==> src/rtl/slowsync_regfile.sv <==
module slowsync_regfile #(
  parameter int DW  = 32,
  parameter int AW  = 3,
  parameter int EVW = 7,
  parameter int SWW = 16
) (
  input  logic           clk,
  input  logic           rst_n,
  input  logic           tick,
  input  logic           bus_wr,
  input  logic [AW-1:0]  bus_addr,
  input  logic [DW-1:0]  bus_wdata,
  input  logic [EVW-1:0] ev_set,
  output logic [DW-1:0]  bus_rdata,
  output logic           irq
);
  localparam int SW = 16;
  localparam int BIT_PEND = 14;
  localparam int BIT_DONE = 15;
  localparam logic [AW-1:0] A_TIME = 0, A_ALRM = 1, A_SWCH = 2, A_PREN = 3, A_IEN = 4, A_STAT = 5;

  logic [DW-1:0]  time_q, alrm_q, hold_data_q;
  logic [SWW-1:0] swch_q;
  logic           pren_q;
  logic [SW-1:0]  ien_q;
  logic [EVW-1:0] ev_q;
  logic           done_q, pend_q;
  logic [AW-1:0]  hold_addr_q;
  logic [SW-1:0]  stat_w;

  wire defer_wr  = bus_wr && (bus_addr <= A_IEN);
  wire stat_wr   = bus_wr && (bus_addr == A_STAT);
  wire accept    = defer_wr && !pend_q;
  wire commit    = tick && pend_q;
  wire [EVW-1:0] ev_clr = stat_wr ? bus_wdata[EVW-1:0] : '0;
  wire           dn_clr = stat_wr && bus_wdata[BIT_DONE];

  always_ff @(posedge clk or negedge rst_n) begin
    if (!rst_n) begin
      time_q <= '0; alrm_q <= '0; swch_q <= '0; pren_q <= 1'b0; ien_q <= '0;
      ev_q <= '0; done_q <= 1'b0; pend_q <= 1'b0;
      hold_addr_q <= '0; hold_data_q <= '0;
    end else begin
      if (commit) begin
        pend_q <= 1'b0;
        case (hold_addr_q)
          A_TIME:  time_q <= hold_data_q;
          A_ALRM:  alrm_q <= hold_data_q;
          A_SWCH:  swch_q <= hold_data_q[SWW-1:0];
          A_PREN:  pren_q <= hold_data_q[0];
          A_IEN:   ien_q  <= hold_data_q[SW-1:0];
          default: ;
        endcase
      end
      if (accept) begin
        pend_q      <= 1'b1;
        hold_addr_q <= bus_addr;
        hold_data_q <= bus_wdata;
      end
      ev_q   <= (ev_q & ~ev_clr) | ev_set;
      done_q <= (done_q & ~dn_clr) | commit;
    end
  end

  always_comb begin
    stat_w = '0;
    stat_w[EVW-1:0] = ev_q;
    stat_w[BIT_PEND] = pend_q;
    stat_w[BIT_DONE] = done_q;
  end

  assign irq = |({done_q, ev_q} & {ien_q[BIT_DONE], ien_q[EVW-1:0]});

  always_comb begin
    bus_rdata = '0;
    case (bus_addr)
      A_TIME:  bus_rdata = time_q;
      A_ALRM:  bus_rdata = alrm_q;
      A_SWCH:  bus_rdata[SWW-1:0] = swch_q;
      A_PREN:  bus_rdata[0] = pren_q;
      A_IEN:   bus_rdata[SW-1:0] = ien_q;
      A_STAT:  bus_rdata[SW-1:0] = stat_w;
      default: ;
    endcase
  end

  p_hold_until_tick_r1: assert property (@(posedge clk) disable iff (!rst_n)
    !(tick && pend_q) |=> $stable(time_q) && $stable(alrm_q) && $stable(swch_q)
                          && $stable(pren_q) && $stable(ien_q));

  p_drop_when_busy_r2: assert property (@(posedge clk) disable iff (!rst_n)
    (pend_q && !tick) |=> pend_q && $stable(hold_addr_q) && $stable(hold_data_q));

  p_commit_flags_r4: assert property (@(posedge clk) disable iff (!rst_n)
    (tick && pend_q) |=> !pend_q && done_q);

  p_clear_no_slot_r5: assert property (@(posedge clk) disable iff (!rst_n)
    (stat_wr && !pend_q) |=> !pend_q);

  p_set_wins_r7: assert property (@(posedge clk) disable iff (!rst_n)
    (|ev_set) |=> ((ev_q & $past(ev_set)) == $past(ev_set)));
endmodule

==> config.mk <==
export PLATFORM = sky130hd
export DESIGN_NAME = slowsync_regfile
export DESIGN_NICKNAME = d
export VERILOG_FILES = /design/src/rtl/slowsync_regfile.sv
export SDC_FILE = /design/constraint.sdc
export NUM_CORES = 1
export LEC_CHECK = 0
export ABC_AREA = 1
export CORE_MARGIN = 2
export CORE_UTILIZATION = 50
export CTS_BUF_LIST = sky130_fd_sc_hd__clkbuf_8
export CTS_CLUSTER_SIZE = 20
export DETAILED_ROUTE_END_ITERATION = 8
export PLACE_DENSITY = 0.81
export SYNTH_ARGS = -nofsm -noshare
export SYNTH_HDL_FRONTEND = slang
export SYNTH_SLANG_ARGS = --single-unit
==> constraint.sdc <==
create_clock -name clk -period 1.44 [get_ports clk]
set_input_delay 0.144 -clock clk [delete_from_list [all_inputs] [get_ports clk]]
set_output_delay 0.144 -clock clk [all_outputs]
set_load 0.05 [all_outputs]
# Word-level counts from Yosys, hierarchy flattened

Cells that the tools add are included.

Bitwise logic cells: 7
$add $sub $neg: 0
Magnitude comparators: 1
Multiplexer cells: 6
Eq/ne operators: 9
Divide/modulo/power cells: 0
Shifts and indexed selects: 0
$mul: 0
Reduce and logical (&&, ||, !) cells: 15

Operators by type and width:

| kind               | number |
|---|---|
| $pmux 15 s5        | 1 |
| $pmux 16 s2        | 1 |
| $eq 3x2->1 const B | 4 |
| $reduce_and 2->1   | 5 |
| $eq 3x3->1 const B | 3 |
| $and 8x8->8        | 1 |
| $reduce_or 8->1    | 1 |
| $and 7x7->7        | 1 |
| $mux 7             | 1 |
| $not 7->7          | 1 |
| $or 7x7->7         | 1 |
| $eq 3x1->1 const B | 2 |
| $logic_not 3->1    | 2 |
| $pmux 1 s6         | 1 |
| $logic_and 1x1->1  | 5 |
| $le 3x3->1 const B | 1 |
| $mux 1             | 2 |
| $reduce_bool 2->1  | 1 |
| $and 1x1->1        | 1 |
| $logic_not 1->1    | 1 |
| $not 1->1          | 1 |
| $or 1x1->1         | 1 |

Latch bits: 0
RAM bits: 0
Word-level logic and storage cells: 48
Register bits: 141
Memories kept: 0
Input bits: 46
Bits in read-only memories: 0

# Longest topological paths before layout

Depth after elaboration: 6
Depth in mapped cells: 10
Mapped depth without buffers: 7

# Least setup slack after synthesis

OpenSTA, ideal clock, no wires.

Path type: input to output
From: input port bus_addr[2]
To: output port bus_rdata[10]
Data arrival time: 1.221 ns
Data required time: 1.296 ns
Path buffers: 3
Stages: 10
Path slack: 0.075 ns
Path through: buf_4 inv_2 buf_6 nand2_1 nor2_2 buf_4 nand2_1 nand2_1 inv_1 nand2_1

Cells in the longest elaborated chain, start to end: 2
Elaborated cells between the ends (all ways): 6

RTL lines:

| element                            | RTL line | source |
|---|---|---|
| start, declared                    | 11       | `input logic [AW-1:0] bus_addr,` |
| $eq 3x3->1 (tied with other cells) | 76       | `case (bus_addr)` |
| $pmux 15 s5 *                      | 76       |  |
| end, declared                      | 14       | `output logic [DW-1:0] bus_rdata,` |

Mark *: on every way between the ends. The rest lies on a longest branch, timed or not.

# Worst setup path in the final report

From: register ien_q[4]
To: output port irq

Cells in the longest elaborated chain, start to end: 2

RTL lines:

| element                | RTL line | source |
|---|---|---|
| start, declared        | 25       | `logic [SW-1:0] ien_q;` |
| start signal, assigned | 51       | `A_IEN: ien_q <= hold_data_q[SW-1:0];` |
| $and 8x8->8            | 72       | `assign irq = \|({done_q, ev_q} & {ien_q[BIT_DONE], ien_q[EVW-1:0]});` |
| $reduce_or 8->1        | 72       |  |
| end, declared          | 15       | `output logic irq` |

No other way between the ends.

==> results.json <==
{
  "place_congestion": 0.809,
  "path_max_fanout": 2,
  "power_density_mw_per_mm2": 1580,
  "antenna_left": 0,
  "maxSlewViolCount": 0,
  "grt_pass1_vias": 5547,
  "ir_worst_vdd_mv": 0.854,
  "setup_viol": 11,
  "grt_pass1_wl_um": 26400,
  "grtUsageTotal_pct": 25.1,
  "violations": "setup timing",
  "post-route-period-util_pct": 111,
  "ys_top_cells_by_area": "dfrtp_1, nand2_1, o21ai_0",
  "portBuffers": 78,
  "fin_cells": 1098,
  "required_ns": 1.30,
  "ctsLongestPathBuffers": 2,
  "cts_root_buf": "clkbuf_8",
  "die-height_um": 117,
  "p_switching_mw": 4.82,
  "grt_max_degree": 49,
  "numCtsBuffers": 17,
  "dieArea_mm2": 0.0137,
  "fillerInstances": 911,
  "clock.fmax_mhz": 624,
  "worstPathArrival_ns": 1.46,
  "viasPerCell": 5.19,
  "hpwl_um": 10400,
  "dpl_cell_area_mm2": 0.00801,
  "die_w_um": 117,
  "final_cell_mix": "nand2_1, dfrtp_1, inv_1, o21ai_0, o21ai_1",
  "post-route-util_pct": 69.8,
  "startpoint_type": "flip-flop",
  "syn_inst": 786,
  "p_sw_share_pct": 34.8,
  "yosysUniqueCellTypes": 24,
  "via_count": 5703,
  "min_path_type": "in2async",
  "crit_start": "ien_q[4]$_DFFE_PN0P_",
  "cts_tree": "built",
  "synth_area_mm2": 0.00641,
  "firstDrtPassIters": 5,
  "pin_count": 79,
  "fin_skew_ns": 0.0108,
  "place_inst": 1041,
  "worstMarginPinSlew_ns": 0.463,
  "final_common_cell": "nand2_1",
  "antenna_cells": 0,
  "routed_wl_um": 16500,
  "max_cap_violations": 0,
  "synth_seq_cells": 141,
  "clockPowerShare_pct": 23.7,
  "pwr-share-seq_pct": 44.6,
  "synth.largest_area_cell": "dfrtp_1",
  "power.leakage_nw": 4.39,
  "clk_pin_slew_ns": 0.08,
  "finalSetupTns_ns": -0.752,
  "core_area_mm2": 0.0126,
  "dp_slack_ns": -0.406,
  "cts_num_sinks": 141,
  "syn_area_per_cell_um2": 8.16,
  "slowest_stage": "dfrtp_1",
  "status": "finished, violations left",
  "htreeDepth": 4,
  "drt_iter0_markers": 487,
  "route.detailed.drc": 0,
  "clkLatencyLatePin_ns": 0.45,
  "power.internal_mw": 9.02,
  "area_delta_synth_final_pct": 37.0,
  "rsz0062_at_grt": "true",
  "final_cell_area_mm2": 0.00878,
  "p_comb_share_pct": 31.7,
  "ys_warn_count": 0,
  "endpoint_kind": "primary output",
  "drive_above_1_share_pct": 21.9,
  "critPathKind": "reg2out",
  "cp_slowest_stage_delay_ns": 0.42,
  "start_util_pct": 51.0,
  "grt-ovfl-total": 0,
  "rows": 41,
  "syn_nets": 832,
  "wl_per_cell_um": 15.0,
  "setup_slack_ns": -0.161,
  "period_needed_ns": 1.60,
  "ys_seq_area_share_pct": 55.0,
  "cp_cell_sequence": "nand2_1 -> nand4_1 -> or2_4 -> buf_8",
  "r2r-start": "pend_q$_DFFE_PN0P_",
  "synth_top_area_share_pct": 55.0,
  "antenna_found_initial": 0,
  "layout.nets": 959,
  "final-hold-violation-count": 0,
  "slew-limit-headroom_pct": 69.1
}
[kinds of logic after synthesis]
group,Yosys count,synth area share [%]
compound gates,134,10.5
buf+inv,146,9.94
flops,141,55.0
simple gates,365,24.5
[what timing repair did]
| action | 4_1_cts | 5_1_grt |
|---|---|---|
| setup endpoints to repair | 33 | 30 |
| cloned | 2 | 0 |
| buffers inserted | 13 | 10 |
| gates resized for setup | 58 | 24 |
| hold endpoints to repair | 90 | 0 |
| pin swaps | 34 | 30 |
| hold buffers | 1 | 0 |
[layout make-up]
cell class	count	area [µm²]	share of cell area, %
Sequential cell	141	3530	40.2
Multi-Input combinational cell	499	2380	27.1
Timing Repair Buffer	152	1860	21.2
Inverter	102	388	4.42
Clock buffer	17	234	2.67
Tap cell	172	215	2.45
Clock inverter	15	176	2.01
[final timing paths]
path	end	slack [ns]	depth (start not counted)
worst max-delay path	irq	-0.16	4
worst min-delay path	ien_q[2]$_DFFE_PN0P_	0.20	2
worst max register to register	time_q[7]$_DFFE_PN0P_	0.07	6
worst min register to register	hold_data_q[30]$_DFFE_PN0P_	0.49	2
max in group asynchronous	ien_q[8]$_DFFE_PN0P_	0.67	3
min in group clk	ev_q[3]$_DFF_PN0_	0.21	3
[worst max-delay path, delay by kind of cell, from the launching register on]
family / cells / cell delay [ns]
and+or+nand+nor: 3 / 0.45
buffers and inverters: 1 / 0.15
DFF: 1 / 0.42
[per-layer routing]
layer / track usage (%) / wire, µm / up-vias
li1: - / - / 2738
met1: 33.1 / 7090 / 2719
met2: 40.2 / 8120 / 214
met3: 6.13 / 959 / 32
met4: 10.2 / 349 / 0
met5: 0 / 0 / -
[power groups by stage]
| stage | logic [mW] | registers (mW) | clock network, mW |
|---|---|---|---|
| floorplan | 2.40 | 5.98 | 0 |
| global placement | 3.80 | 6.13 | 0 |
| detailed placement | 3.94 | 6.18 | 0 |
| CTS | 4.21 | 6.13 | 3.29 |
| global route | 4.83 | 6.31 | 3.48 |
| finish | 4.40 | 6.18 | 3.28 |
[flip-flops by register name (all words and copies together), names as in the netlist]
register     count
hold_addr_q      3
swch_q          16
ien_q           16
pend_q           1
ev_q             7
pren_q           1
time_q          32
done_q           1
alrm_q          32
hold_data_q     32
[through the flow]
step                      hold WS [ns]  total power, mW
final                            0.198             13.8
after global routing             0.196             14.6
after CTS                        0.193             13.6
after detailed placement         0.116             10.1
after global placement           0.112             9.93
after floorplan                 -0.152             8.38
[cells in the mapped netlist]
cell,instances
clkbuf_2,1
or2_2,1
nand3_1,43
nor3_4,1
o21ai_1,48
nor2_8,1
buf_2,25
nor2_2,3
inv_2,3
nand4_1,25
nor2_4,2
clkbuf_1,9
o21ai_0,85
o21ai_2,1
nor3_1,1
nand2_1,268
nand2_2,3
nor2_1,15
inv_1,99
nand2_4,1
buf_4,3
buf_6,6
dfrtp_1,141
nand3_4,1
No activity file was read; power rests on OpenSTA's default activity.
